===== src/rtl/ddr_burst_rx_pkg.sv =====
package ddr_burst_rx_pkg;

    // Which half of a word the pairing logic waits for next.
    typedef enum logic {
        PH_LOW  = 1'b0,
        PH_HIGH = 1'b1
    } pair_phase_e;

    // Transition event on the sampled forwarded clock.
    typedef struct packed {
        logic rise;
        logic fall;
    } edge_ev_t;

    function automatic edge_ev_t classify_edge(input logic now_v, input logic before_v);
        edge_ev_t ev;
        ev.rise = now_v & ~before_v;
        ev.fall = ~now_v & before_v;
        return ev;
    endfunction

    function automatic int unsigned ptr_bits(input int unsigned depth);
        return (depth < 2) ? 1 : $clog2(depth);
    endfunction

endpackage


===== src/rtl/ddr_burst_rx_sync.sv =====
module ddr_burst_rx_sync #(
    parameter int N           = 4,
    parameter int SYNC_STAGES = 2
) (
    input  logic         sys_clk,
    input  logic         sys_rst,
    input  logic         bus_clk,
    input  logic [N-1:0] bus_dat,
    output logic         clk_now,
    output logic         clk_prev,
    output logic [N-1:0] dat_smp
);
    localparam int W = N + 1;

    logic [W-1:0] raw;
    logic [W-1:0] synced;
    logic         clk_q;
    logic [N-1:0] dat_q;

    assign raw = {bus_clk, bus_dat};

    // One independent synchronizer chain per sampled line.
    for (genvar b = 0; b < W; b++) begin : g_line
        logic [SYNC_STAGES-1:0] chain;
        always_ff @(posedge sys_clk) begin
            if (sys_rst) begin
                chain <= '0;
            end else begin
                chain <= {chain[SYNC_STAGES-2:0], raw[b]};
            end
        end
        assign synced[b] = chain[SYNC_STAGES-1];
    end

    // Previous clock value for edge detection; data delayed one cycle
    // so the sample lands inside the valid window, not on a transition.
    always_ff @(posedge sys_clk) begin
        if (sys_rst) begin
            clk_q <= 1'b0;
            dat_q <= '0;
        end else begin
            clk_q <= synced[N];
            dat_q <= synced[N-1:0];
        end
    end

    assign clk_now  = synced[N];
    assign clk_prev = clk_q;
    assign dat_smp  = dat_q;
endmodule


===== src/rtl/ddr_burst_rx_pair.sv =====
module ddr_burst_rx_pair
    import ddr_burst_rx_pkg::*;
#(
    parameter int N           = 4,
    parameter int IDLE_CYCLES = 8
) (
    input  logic           sys_clk,
    input  logic           sys_rst,
    input  edge_ev_t       ev,
    input  logic [N-1:0]   dat_smp,
    output logic           push,
    output logic [2*N-1:0] word,
    output logic           odd
);
    localparam int CW = (IDLE_CYCLES < 2) ? 1 : $clog2(IDLE_CYCLES);
    localparam logic [CW-1:0] LIMIT = CW'(IDLE_CYCLES - 1);

    pair_phase_e  phase_q, phase_n;
    logic [N-1:0] low_q, low_n;
    logic [CW-1:0] idle_q, idle_n;
    logic          any_edge;
    logic          flush;

    assign any_edge = ev.rise | ev.fall;
    assign flush    = (phase_q == PH_HIGH) && !any_edge && (idle_q == LIMIT);

    always_comb begin
        phase_n = phase_q;
        low_n   = low_q;
        push    = 1'b0;
        odd     = 1'b0;
        word    = {{N{1'b0}}, low_q};
        if (phase_q == PH_LOW) begin
            if (ev.rise) begin
                low_n   = dat_smp;
                phase_n = PH_HIGH;
            end
        end else begin
            if (ev.fall) begin
                push    = 1'b1;
                word    = {dat_smp, low_q};
                phase_n = PH_LOW;
            end else if (flush) begin
                push    = 1'b1;
                odd     = 1'b1;
                phase_n = PH_LOW;
            end
        end
    end

    always_comb begin
        if (any_edge) begin
            idle_n = '0;
        end else if (idle_q != LIMIT) begin
            idle_n = idle_q + 1'b1;
        end else begin
            idle_n = idle_q;
        end
    end

    always_ff @(posedge sys_clk) begin
        if (sys_rst) begin
            phase_q <= PH_LOW;
            low_q   <= '0;
            idle_q  <= '0;
        end else begin
            phase_q <= phase_n;
            low_q   <= low_n;
            idle_q  <= idle_n;
        end
    end
endmodule


===== src/rtl/ddr_burst_rx_fifo.sv =====
module ddr_burst_rx_fifo
    import ddr_burst_rx_pkg::*;
#(
    parameter int W     = 9,
    parameter int DEPTH = 4
) (
    input  logic         sys_clk,
    input  logic         sys_rst,
    input  logic         push,
    input  logic [W-1:0] push_data,
    output logic         out_valid,
    input  logic         out_ready,
    output logic [W-1:0] out_data,
    output logic         ovf
);
    localparam int PW = ptr_bits(DEPTH);
    localparam int CW = $clog2(DEPTH + 1);
    localparam logic [PW-1:0] LAST  = PW'(DEPTH - 1);
    localparam logic [CW-1:0] FULLC = CW'(DEPTH);

    logic [W-1:0]  mem [DEPTH];
    logic [PW-1:0] wr_q, rd_q;
    logic [CW-1:0] cnt_q;
    logic          full, do_push, do_pop;

    assign full      = (cnt_q == FULLC);
    assign out_valid = (cnt_q != '0);
    assign do_pop    = out_valid && out_ready;
    assign do_push   = push && !full;
    assign out_data  = mem[rd_q];

    always_ff @(posedge sys_clk) begin
        if (sys_rst) begin
            wr_q  <= '0;
            rd_q  <= '0;
            cnt_q <= '0;
            ovf   <= 1'b0;
            for (int i = 0; i < DEPTH; i++) mem[i] <= '0;
        end else begin
            if (do_push) begin
                mem[wr_q] <= push_data;
                wr_q      <= (wr_q == LAST) ? '0 : wr_q + 1'b1;
            end
            if (do_pop) begin
                rd_q <= (rd_q == LAST) ? '0 : rd_q + 1'b1;
            end
            case ({do_push, do_pop})
                2'b10:   cnt_q <= cnt_q + 1'b1;
                2'b01:   cnt_q <= cnt_q - 1'b1;
                default: cnt_q <= cnt_q;
            endcase
            if (push && full) ovf <= 1'b1;
        end
    end
endmodule


===== src/rtl/ddr_burst_rx.sv =====
module ddr_burst_rx
    import ddr_burst_rx_pkg::*;
#(
    parameter int N           = 4,
    parameter int IDLE_CYCLES = 8,
    parameter int DEPTH       = 4,
    parameter int SYNC_STAGES = 2
) (
    input  logic           sys_clk,
    input  logic           sys_rst,
    input  logic           bus_clk,
    input  logic [N-1:0]   bus_dat,
    output logic           word_valid,
    input  logic           word_ready,
    output logic [2*N-1:0] word_data,
    output logic           word_odd,
    output logic           overflow
);
    localparam int WW = 2 * N + 1;

    logic           clk_now, clk_prev;
    logic [N-1:0]   dat_smp;
    edge_ev_t       ev;
    logic           push;
    logic [2*N-1:0] word;
    logic           odd;
    logic [WW-1:0]  q_out;

    ddr_burst_rx_sync #(.N(N), .SYNC_STAGES(SYNC_STAGES)) u_sync (
        .sys_clk (sys_clk),
        .sys_rst (sys_rst),
        .bus_clk (bus_clk),
        .bus_dat (bus_dat),
        .clk_now (clk_now),
        .clk_prev(clk_prev),
        .dat_smp (dat_smp)
    );

    assign ev = classify_edge(clk_now, clk_prev);

    ddr_burst_rx_pair #(.N(N), .IDLE_CYCLES(IDLE_CYCLES)) u_pair (
        .sys_clk(sys_clk),
        .sys_rst(sys_rst),
        .ev     (ev),
        .dat_smp(dat_smp),
        .push   (push),
        .word   (word),
        .odd    (odd)
    );

    ddr_burst_rx_fifo #(.W(WW), .DEPTH(DEPTH)) u_fifo (
        .sys_clk  (sys_clk),
        .sys_rst  (sys_rst),
        .push     (push),
        .push_data({odd, word}),
        .out_valid(word_valid),
        .out_ready(word_ready),
        .out_data (q_out),
        .ovf      (overflow)
    );

    assign word_odd  = q_out[WW-1];
    assign word_data = q_out[2*N-1:0];
endmodule


===== config.mk =====
export PLATFORM = sky130hd
export DESIGN_NAME = ddr_burst_rx
export DESIGN_NICKNAME = d
export VERILOG_FILES = /design/src/rtl/ddr_burst_rx_pkg.sv /design/src/rtl/ddr_burst_rx_sync.sv /design/src/rtl/ddr_burst_rx_pair.sv /design/src/rtl/ddr_burst_rx_fifo.sv /design/src/rtl/ddr_burst_rx.sv
export SDC_FILE = /design/constraint.sdc
export NUM_CORES = 1
export LEC_CHECK = 0
export BUFFER_PORTS_ARGS = -buffer_cell sky130_fd_sc_hd__buf_2
export CELL_PAD_IN_SITES_DETAIL_PLACEMENT = 1
export CELL_PAD_IN_SITES_GLOBAL_PLACEMENT = 1
export CORE_MARGIN = 2
export CORE_UTILIZATION = 48
export DETAILED_ROUTE_END_ITERATION = 8
export HOLD_SLACK_MARGIN = 0.08
export PLACE_DENSITY = 0.84
export SLEW_MARGIN = 10
export SYNTH_ARGS = -nofsm -noshare
export SYNTH_HDL_FRONTEND = slang
export SYNTH_SLANG_ARGS = --single-unit

===== constraint.sdc =====
create_clock -name sys_clk -period 3.23 [get_ports sys_clk]
set_clock_uncertainty 0.1 [all_clocks]
set_input_delay 0 -clock sys_clk [delete_from_list [all_inputs] [get_ports sys_clk]]
set_output_delay 0 -clock sys_clk [all_outputs]
set_load 0.01 [all_outputs]

==> results.md, run 1 <==
* Worst hold stages at 1
* WL per Instance at 17.48 um
* Top delay family on crit path: adder cells
* Crit path DAT at 3.16 ns
* Crit path time final at 2.984 ns
* CTS tree: done
* FF/Latch Area at 0.001742 mm^2
* Hold Crit Start: u_sync.g_line[1].chain[1]
* Power Density at 567.8 mW/mm^2
* Final setup TNS at 0 ns
* Dpl hpwl at 3929 um
* CTS clock-pin slew for the worst setup and hold paths at 0.08 ns
* Unrepaired setup endpoints after global routing: no
* Post-Synth Adder-Cell Area at 3.827%
* Post-synth ARST share at 0%
* Area Overhead vs Synth at 18.60%
* Fill cells at 580
* Worst reg2reg startpoint: u_pair.idle_q[0]
* Pre-CTS setup slack at 0.2635 ns
* Final worst setup slack at 0.2457 ns
* Power Total at 1.893 mW
* Largest family of logic cells by synthesized area: simple AND/OR/NAND/NOR gates
* Die area at 0.006485 mm^2
* Antenna Cells at 0
* FF-to-FF path depth at 11
* Crit-path max cell delay at 0.42 ns
* Setup Viol. Count Final at 0
* Antenna violations before repair at 0
* Synthesis-stage register bit count at 69
* Comb pwr share at 4.2%
* Total iterations of the first detailed-routing run at 4
* Syn Area/Cell at 12.55 um^2
* Sequential power share at 50.6%
* Ys flop type: edfxtp_1
* Post-synth EDFFs at 36
* Syn Nets at 240
* CTS buffer count at 9
* Root Driver: clkbuf_8
* Relative slew slack at 56.41%
* Buf+Inv Stages, Crit Path at 2
* H-tree Lvls at 3
* Nets at 274
* Pint at 1.501 mW
* VDD IR max at 428.8 uV
* CTS Buffer Depth at 2
* Mux contribution to synthesized area at 10.59%
* Routability cong. at 0.7623
* GRT Util Overall at 21.30%
* Congestion Overflow GR at 0
* Hold slack at 0.3404 ns
* Slew Limit Fails at 0
* DIE WIDTH at 80.53 um
* CP dominant cell by count: ha_1
* Sink Count at 69
* Post-synth top area cell: edfxtp_1
* Worst setup SP type: register
* Compound-gate portion of the synthesized area at 2.270%
* I/O pin count at 19
* Total vias in the final route at 1754
* Hold Path End: u_sync.dat_smp[1]
* Initial Util at 50.44%
* WS Path Type: register to register
* Multi-input logic area at 997.2 um^2
* Setup slack, reg-to-reg at 0.25 ns
* First-pass GRT wire length at 9756 um
* Share of cells above drive strength 1 at 19.77%
* Sequential area share after synthesis at 61.95%
* Hold crit path type: register to register
* Post-DRT Antenna Nets at 0
* Dpl cell area at 0.002968 mm^2
* Gate Count Post-Synth at 224
* Max-cap check violation count at 0
* Outcome: finished clean
* Final wirelength at 5855 um
* Fin util at 59.82%
* Worst-margin pin slew at 0.6538 ns
* Xor and xnor fraction of the mapped netlist area at 0.9346%
* Synth top cells by count: nor2_1 (52), edfxtp_1 (36), dfxtp_1 (33), nor2b_1 (18), nand2b_1 (10)
* Die height at 80.53 um
* Mapped Area at 0.002811 mm^2
* CP endpoint kind: register
* Non-filler cells, final at 335
* Capture point of the worst reg-to-reg path: u_fifo.cnt_q[2]
* # rows at 27
* Final hold violations at 0
* Post-CTS Resized at 0
* Detailed router's first-iteration violation count at 115
* DR vias/cell at 5.236
* Cell breakdown of the critical path: ha_1 -> ha_1 -> a21o_2 -> and3_4 -> inv_1 -> ha_1 -> inv_1 -> fa_1 -> xor2_1 -> or3_2 -> a21oi_1
* Cell with the most instances after synthesis: nor2_1
* DP Cell Count at 307
* Synth area leaders: edfxtp_1 (38%), dfxtp_1 (23%), mux4_2 (7.2%), nor2_1 (6.9%), nor2b_1 (4.0%)
* Fmax at 0.3351 GHz
* Drt drc at 0
* Largest net degree at the start of global routing at 45
* Leak pwr at 1.237 nW
* Vias in the first global route at 1939
* Ys Warns at 0
* Post-route clock period utilization at 92.39%
* Sw power at 392.6 uW
* Worst-Skew Late Latency at 0.35 ns
* Worst Path Required at 3.41 ns
* Clock share of power at 45.2%
* Synth cell types at 33
* Share of the synthesized area in the top cell type at 38.45%
* Max FO, Critical Path at 6
* Net Sw Frac at 20.73%
* Core Area at 0.005574 mm^2
* Design Area, Final at 0.003334 mm^2
* Cell with the largest stage delay on the worst path: or3_2
* Port Buffers at 18
* Post-Synth Simple-Gate Area at 17.85%
==> routing by layer <==
layer | GRT usage [%] | up-vias | wire length, um
met5 | 0 | - | 0
met4 | 7.458 | 0 | 72
met3 | 7.640 | 7 | 282
met2 | 36.83 | 43 | 3123
met1 | 24.28 | 854 | 2377
li1 | - | 850 | -
==> cell usage in the layout (no fill, tap or decap), drive strengths merged, types with 5 or more instances in the layout <==
| cell type | count |
|---|---|
| inv | 8 |
| buf | 21 |
| mux2i | 8 |
| dlygate4sd3 | 12 |
| clkbuf | 9 |
| a21oi | 5 |
| edfxtp | 36 |
| nor2b | 18 |
| ha | 7 |
| nor2 | 52 |
| mux4 | 9 |
| nand2b | 10 |
| dfxtp | 33 |
==> power by group through the flow <==
stage / sequential (mW) / clock (mW) / combinational [mW]
finish: 0.959 / 0.856 / 0.0788
global route: 0.962 / 0.912 / 0.0876
CTS: 0.959 / 0.871 / 0.0793
detailed placement: 0.979 / 0 / 0.0678
global placement: 0.976 / 0 / 0.0641
floorplan: 0.972 / 0 / 0.0492
==> worst max path at each step <==
| stage | depth (start not counted) | to | from |
|---|---|---|---|
| finish | 11 | u_fifo.cnt_q[2] | u_pair.idle_q[0] |
| global route | 11 | u_fifo.cnt_q[2] | u_pair.idle_q[0] |
| CTS | 11 | u_fifo.cnt_q[2] | u_pair.idle_q[0] |
| detailed placement | 11 | u_fifo.cnt_q[2] | u_pair.idle_q[0] |
| global placement | 11 | u_fifo.cnt_q[2] | u_pair.idle_q[0] |
| floorplan | 12 | u_fifo.cnt_q[2] | u_pair.idle_q[0] |
==> worst register-to-register path: cells and delay by family (launching register included) <==
kind / cells / cell delay [ns]
AOI/OAI and AO/OA: 2 / 0.42
xor gates and xnor gates: 1 / 0.16
adders and majority gates: 4 / 1.05
buffers and inverters: 2 / 0.22
DFF: 1 / 0.32
and+or+nand+nor: 2 / 0.63
==> cells by family (layout without fill, tap and decap cells) <==
group | count (synthesis) | in the layout
muxes | 18 | 18
DFF | 69 | 69
buffers and inverters | 17 | 56
xor gates and xnor gates | 3 | 3
and+or+nand+nor | 99 | 99
AOI/OAI and AO/OA | 10 | 10
adders and majority gates | 8 | 8
==> flip-flops by register name, summed over array words and instances, names as in the netlist, named ones only <==
signal               flops
u_fifo.rd_q              2
u_fifo.cnt_q             3
u_pair.phase_q           1
u_fifo.wr_q              2
u_pair.idle_q            3
u_sync.g_line.chain     10
u_sync.dat_smp           4
u_pair.low_q             4
u_fifo.mem              36
u_fifo.ovf               1
u_sync.clk_prev          1
==> what timing repair did <==
action	in CTS	in global routing
hold buffers	12	0
endpoints found under the setup margin	0	0
hold endpoints to repair	23	0
buffers inserted	0	0
==> cell type report <==
class	count	area share, %
timing repair buffer	33	6.979
tap	72	2.702
inverter	7	0.7880
clock buffer	9	3.715
clock inverter	7	3.677
multi-input combinational	138	29.91
sequential	69	52.23
Note: power is estimated with default switching activity, not from simulation.
==> run 2: changes to the inputs <==
Settings changed: ABC_AREA set to 1, CORE_UTILIZATION 48 to 47, GPL_TIMING_DRIVEN set to 1, PLACE_DENSITY 0.84 to 0.85.
==> run 2 against run 1 <==
Via count rose by 21%. Setup slack gained 0.27 ns. Sequential power increased by 2.8%. Total power is 9.8% higher. Global-route usage is 0.27 points higher. Area after synthesis increased by 6.9%. Critical endpoint is now u_fifo.mem[3][8]. Die area is 8.7% higher. Largest cell class unchanged. Routed wire length increased by 16%. Combinational power rose to 3.2 times the previous value.
==> results.md, run 2 <==
* Number of post-CTS setup repair buffers at 0 (unchanged)
* Post-DRT Antenna Nets at 0 (unchanged)
* Worst Path Required at 3.10 ns (-0.31 ns)
* Drt drc at 0 (unchanged)
* Unrepaired setup endpoints after global routing: no
* Worst setup SP type: register
* Sequential area share after synthesis at 57.98% (-4.0 points)
* Post-synth ARST share at 0% (unchanged)
* CTS clock-pin slew for the worst setup and hold paths at 0.07 ns (about the same)
* Dpl hpwl at 4860 um (+24%)
* Routability cong. at 0.7453 (-2.2%)
* Worst reg2reg startpoint: u_fifo.wr_q[0]
* Congestion Overflow GR at 0 (unchanged)
* Area Overhead vs Synth at 16.66%
* Outcome: finished clean
* Total vias in the final route at 2119 (+21%)
* Slew Limit Fails at 0 (unchanged)
* Crit. Startpoint: u_fifo.wr_q[0]
* Hold slack at 0.3058 ns (-0.03461 ns)
* CP endpoint kind: register
* Die height at 83.95 um (+4.2%)
* Share of the synthesized area in the top cell type at 35.99% (-2.5 points)
* H-tree Lvls at 3 (unchanged)
* Post-synth EDFFs at 36 (unchanged)
* CTS tree: done
* Syn Nets at 309 (+29%)
* First-pass GRT wire length at 11360 um (+16%)
* WS Path Type: register to register
* Commonest non-fill, non-tap cells in the layout: nor2_1 (50), inv_1 (38), edfxtp_1 (36)
* Port Buffers at 18 (unchanged)
* Detailed router's first-iteration violation count at 122 (+6.1%)
* Syn Area/Cell at 10.25 um^2 (-18%)
* Synth cell types at 27 (-18%)
* Post-CTS Resized at 0 (unchanged)
* Capture point of the worst reg-to-reg path: u_fifo.mem[3][8]
* Hold crit path type: register to register
* Mapped Area at 0.003004 mm^2 (+6.9%)
* CTS buffer count at 9 (unchanged)
* Setup Viol. Count Final at 0 (unchanged)
* Setup slack, reg-to-reg at 0.52 ns (+0.27 ns)
* Leak pwr at 1.357 nW (+9.7%)
* Nets at 342 (+25%)
* Max-cap check violation count at 0 (unchanged)
* Share of cells above drive strength 1 at 22.36% (+2.6 points)
* GRT Util Overall at 21.57% (+0.27 points)
* Cell with the most instances after synthesis: nor2_1
* Worst hold stages at 2 (+1)
* Largest net degree at the start of global routing at 22 (-51%)
* Worst-Skew Late Latency at 0.34 ns (about the same)
* Ys Warns at 0 (unchanged)
* Biggest register: u_fifo.mem
* Commonest non-fill, non-tap cell in the layout: nor2_1
* DR vias/cell at 5.194 (-0.81%)
* Power Density at 592.9 mW/mm^2 (+4.4%)
* Final hold violations at 0 (unchanged)
* Final wirelength at 6803 um (+16%)
* VDD IR max at 331.9 uV (-23%)
* Antenna Cells at 0 (unchanged)
* Crit path DAT at 2.58 ns (-0.58 ns)
* I/O pin count at 19 (unchanged)
* Synthesis-stage register bit count at 69 (unchanged)
* CP endpoint: u_fifo.mem[3][8]
* Relative slew slack at 48.26% (-8.2 points)
* FF-to-FF path depth at 5 (-6)
* Synth area leaders: edfxtp_1 (36%), dfxtp_1 (22%), nor3_2 (9.0%), nor2_1 (6.2%), o21ai_0 (5.0%)
* CTS Buffer Depth at 2 (unchanged)
* Vias in the first global route at 2295 (+18%)
* Max FO, Critical Path at 13 (+7)
* Final setup TNS at 0 ns (unchanged)
* Die area at 0.007048 mm^2 (+8.7%)
* Crit path time final at 2.712 ns (-0.2727 ns)
* # rows at 29 (+7.4%)
* Synth top cells by count: nor2_1 (50), inv_1 (38), edfxtp_1 (36), dfxtp_1 (33), o21ai_0 (30)
* Root Driver: clkbuf_8
* Initial Util at 47.86% (-2.6 points)
* WL per Instance at 16.67 um (-4.6%)
* Fill cells at 701 (+21%)
* Sink Count at 69 (unchanged)
* Ys flop type: edfxtp_1
* Gate Count Post-Synth at 293 (+31%)
* Total iterations of the first detailed-routing run at 4 (unchanged)
* Top flop regs: u_fifo.mem: 36 flops, u_sync.g_line.chain: 10 flops
* Antenna violations before repair at 0 (unchanged)
* Post-synth top area cell: edfxtp_1
* Core Area at 0.006277 mm^2 (+13%)
* DIE WIDTH at 83.95 um (+4.2%)
* Post-route clock period utilization at 83.95% (-8.4 points)
* Fmax at 0.3688 GHz (+10%)
* Max reg flops at 36 (unchanged)
* Worst-margin pin slew at 0.7733 ns (+0.1195 ns)
## run 2: cell count changes in the layout (fill, tap and decap cells not counted), sizes merged, moves of 9 or more
| cell | previous run | this run |
|---|---|---|
| o21ai | 1 | 31 |
| nor2b | 18 | 0 |
| nand2b | 10 | 0 |
| nor3 | 1 | 27 |
| o22ai | 0 | 9 |
| nand2 | 1 | 22 |
| mux4 | 9 | 0 |
| inv | 8 | 41 |
## run 2: worst min path at each step
stage / start / endpoint / slack, ns
floorplan: bus_dat[0] / u_sync.g_line[0].chain[0] / 0.007
global placement: bus_dat[1] / u_sync.g_line[1].chain[0] / 0.10
detailed placement: bus_dat[2] / u_sync.g_line[2].chain[0] / 0.11
CTS: u_sync.g_line[1].chain[1] / u_sync.dat_smp[1] / 0.31
global route: u_sync.g_line[1].chain[1] / u_sync.dat_smp[1] / 0.32
finish: u_sync.g_line[1].chain[1] / u_sync.dat_smp[1] / 0.31
## run 2: cells by family after synthesis
logic type / Yosys count / share of synthesized area (%)
AOI/OAI and AO/OA: 51 / 8.996
xor gates and xnor gates: 1 / 0.2916
adders and majority gates: 8 / 3.582
buffers and inverters: 53 / 7.622
DFF: 69 / 57.98
and+or+nand+nor: 111 / 21.53
## run 2: timing repair
item                       in CTS  in global routing
hold endpoints to repair       21                  0
setup endpoints to repair       0                  0
hold buffers                   12                  0
## run 2: area by class of cell
| cell class | count | area, um^2 | share of cell area, % |
|---|---|---|---|
| Timing Repair Buffer | 34 | 240.2 | 6.855 |
| Clock inverter | 6 | 111.4 | 3.177 |
| Inverter | 41 | 153.9 | 4.391 |
| Tap cell | 77 | 96.34 | 2.749 |
| Clock buffer | 10 | 127.6 | 3.642 |
| Sequential cell | 69 | 1742 | 49.70 |
| Multi-Input combinational cell | 171 | 1033 | 29.49 |
## run 2: through the flow
stage / power (mW) / setup slack [ns] / cell area [um^2] / utilization (%) / std cells
after detailed placement: 1.247 / 0.5028 / 3146 / 50.11 / 380
after global placement: 1.232 / 0.7692 / 3146 / 50.11 / 380
final: 2.078 / 0.5184 / 3505 / 55.83 / 408
after CTS: 2.093 / 0.5069 / 3505 / 55.83 / 408
after floorplan: 1.157 / 0.9595 / 3004 / - / 293
after global routing: 2.168 / 0.2934 / 3505 / 55.83 / 408
## run 2: power breakdown
part / switching [mW] / internal, mW / leakage, nW
clock: 0.329 / 0.513 / 0.118
combinational: 0.157 / 0.0926 / 0.598
sequential: 0.0236 / 0.963 / 0.642
total: 0.510 / 1.57 / 1.36
## run 2: routing by layer
layer  vias up  wire length (um)  GRT usage [%]  share of wire [%]
met5         -                 0              0                  0
met4         0               193          9.531                2.8
met3        18               182          5.045                2.7
met2        43              3624          39.27                 53
met1      1017              2802          23.78                 41
li1       1041                 -              -                  -
## run 2: worst max-delay path, stage by stage (launching register included)
cell	delay, ns
dfxtp_1	0.73
inv_1	0.42
nand4_2	0.20
buf_4	0.23
inv_2	0.05
nor2_1	0.60
==> run 3: changes to the inputs <==
Settings changed: ABC_AREA 1 to 0, CORE_UTILIZATION 47 to 44, PLACE_DENSITY 0.85 to 0.82.
Clock period 3.23 ns to 2.39 ns, I/O delays scaled along.
==> run 3 against run 2 <==
Total power up 15%. Via count shrank 16%. Setup slack worse by 0.48 ns. Critical path type unchanged. Core utilization fell by 1.2 points. Clock power is 15% higher. Highest routed layer unchanged. Sequential share of layout area grew 1.2 points. Sequential power is 32% higher. Die area about the same. Non-clock buffer count up 9.
==> results.md, run 3 (synthesized netlist as in run 1, its figures left out) <==
* Outcome: finished clean
* Max-cap check violation count at 0 (unchanged)
* Die height at 83.94 um (about the same)
* Worst hold stages at 3 (+1)
* Setup Viol. Count Final at 0 (unchanged)
* Share of cells above drive strength 1 at 28.94% (+6.6 points)
* Congestion Overflow GR at 0 (unchanged)
* Antenna violations before repair at 0 (unchanged)
* DIE WIDTH at 83.94 um (about the same)
* I/O pin count at 19 (unchanged)
* Unrepaired setup endpoints after global routing: yes
* Dpl hpwl at 4062 um (-16%)
* H-tree Lvls at 3 (unchanged)
* CTS buffer count at 9 (unchanged)
* Nets at 284 (-17%)
* Worst reg2reg startpoint: u_pair.idle_q[1]
* Worst-Skew Late Latency at 0.35 ns (about the same)
* Worst Path Required at 2.58 ns (-0.52 ns)
* Final hold violations at 0 (unchanged)
* CTS tree: done
* Top flop regs: u_fifo.mem: 36 flops, u_sync.g_line.chain: 10 flops
* Final setup TNS at 0 ns (unchanged)
* GRT met3 Usage at 4.847% (-0.20 points)
* Worst-margin pin slew at 0.6508 ns (-0.1225 ns)
* Relative slew slack at 56.56% (+8.3 points)
* Final worst setup slack at 0.03593 ns (-0.4825 ns)
* Crit path time final at 2.354 ns (-0.3575 ns)
* Fin util at 54.61% (-1.2 points)
* Core Area at 0.006277 mm^2 (unchanged)
* GRT Util Overall at 18.73% (-2.8 points)
* WL per Instance at 17.17 um (+3.0%)
* Initial Util at 44.79% (-3.1 points)
* Biggest register: u_fifo.mem
* Port Buffers at 18 (unchanged)
* Antenna Cells at 0 (unchanged)
* Max FO, Critical Path at 2 (-11)
* M2 GR Usage at 33.16% (-6.1 points)
* Root Driver: clkbuf_8
* Post-DRT Antenna Nets at 0 (unchanged)
* First-pass GRT wire length at 9646 um (-15%)
* Sink Count at 69 (unchanged)
* Hold Path End: u_sync.g_line[1].chain[0]
* Fill cells at 646 (-7.8%)
* Leak pwr at 1.262 nW (-7.0%)
* CP endpoint kind: register
* Post-route clock period utilization at 98.50% (+15 points)
* GR peak layer: met2
* CP dominant cell by count: ha_4
* Power Density at 694.8 mW/mm^2 (+17%)
* Worst setup SP type: register
* Total iterations of the first detailed-routing run at 4 (unchanged)
* Crit path DAT at 2.54 ns (-0.04 ns)
* Fmax at 0.4248 GHz (+15%)
* Final wirelength at 6009 um (-12%)
* Pre-CTS setup slack at -0.08632 ns (-0.5891 ns)
* Capture point of the worst reg-to-reg path: u_fifo.cnt_q[2]
* Cell breakdown of the critical path: ha_4 -> ha_4 -> a21o_4 -> and3_4 -> inv_4 -> ha_4 -> inv_2 -> fa_2 -> xor2_1 -> or3_4 -> a21oi_2
* Total vias in the final route at 1771 (-16%)
* FF-to-FF path depth at 11 (+6)
* CTS Buffer Depth at 2 (unchanged)
* Max reg flops at 36 (unchanged)
* # rows at 29 (unchanged)
* CTS clock-pin slew for the worst setup and hold paths at 0.08 ns (about the same)
* Drt drc at 0 (unchanged)
* Cell with the largest stage delay on the worst path: dfxtp_2
* VDD IR max at 453.4 uV (+37%)
* DR vias/cell at 5.060 (-2.6%)
* Area Overhead vs Synth at 21.94%
* Design Area, Final at 0.003428 mm^2 (-2.2%)
* Slew Limit Fails at 0 (unchanged)
* Hold slack at 0.2940 ns (-0.01178 ns)
* Die area at 0.007045 mm^2 (about the same)
* Vias in the first global route at 1940 (-15%)
* Setup slack, reg-to-reg at 0.04 ns (-0.48 ns)
* Dpl cell area at 0.003115 mm^2 (-0.95%)
* Detailed router's first-iteration violation count at 90 (-26%)
* Routability cong. at 0.7353 (-1.3%)
* Largest net degree at the start of global routing at 33 (+50%)
* WS Path Type: register to register
* Crit-path max cell delay at 0.34 ns (-0.39 ns)
* Hold Crit Start: bus_dat[1]
* Hold crit path type: input port to register
* Commonest non-fill, non-tap cell in the layout: nor2_1
* Met1 Usage GRT at 20.44% (-3.3 points)
* Commonest non-fill, non-tap cells in the layout: nor2_1 (52), edfxtp_1 (36), dfxtp_1 (30)
[run 3: how the worst max path moves through the flow]
stage	startpoint	endpoint	slack, ns
after global routing	u_sync.g_line[4].chain[1]	u_fifo.cnt_q[2]	-0.04
after floorplan	u_pair.idle_q[1]	u_fifo.cnt_q[2]	-0.11
after global placement	u_sync.g_line[4].chain[1]	u_fifo.cnt_q[2]	0.02
final	u_pair.idle_q[1]	u_fifo.cnt_q[2]	0.04
after detailed placement	u_sync.g_line[4].chain[1]	u_fifo.cnt_q[2]	-0.09
after CTS	u_pair.idle_q[1]	u_fifo.cnt_q[2]	0.02
[run 3: worst max-delay path: cells and delay by family, from the launching register on]
| kind | cells | cell delay (ns) |
|---|---|---|
| xor+xnor | 1 | 0.15 |
| buf+inv | 2 | 0.10 |
| flops | 1 | 0.34 |
| fa+ha+maj | 4 | 0.77 |
| compound gates | 2 | 0.34 |
| simple gates | 2 | 0.50 |
[run 3: power by group]
part	internal [mW]	switching (mW)	leakage [nW]
clock	0.485	0.482	0.0918
combinational	0.0583	0.0609	0.529
sequential	1.28	0.0168	0.642
[run 3: metal layers]
metal / part of all wire, % / vias to the layer above / wire, um
met5: 0 / - / 0
met4: 2.8 / 0 / 169
met3: 3.9 / 18 / 232
met2: 51 / 39 / 3071
met1: 42 / 846 / 2536
li1: - / 868 / -
[run 3: repair_timing]
item                       CTS  global route
setup endpoints to repair    1             1
gates resized for setup      6             0
hold endpoints to repair    11             0
hold buffers                 7             0
pin swaps                    3             1
buffers inserted             1             1
gates cloned                 0             0
[run 3: area by class of cell]
type	instances	area [um^2]	share of cell area, %
tap	77	96.34	2.810
clock inverter	7	75.07	2.190
inverter	7	28.78	0.8394
clock buffer	9	123.9	3.613
sequential	69	1745	50.91
timing repair buffer	43	295.3	8.613
multi-input combinational	138	1064	31.02
[run 3: metrics by stage]
stage / total power [mW] / cells
final: 2.382 / 350
after global routing: 2.458 / 350
after CTS: 2.391 / 349
after detailed placement: 1.428 / 325
after global placement: 1.419 / 325
after floorplan: 1.383 / 224
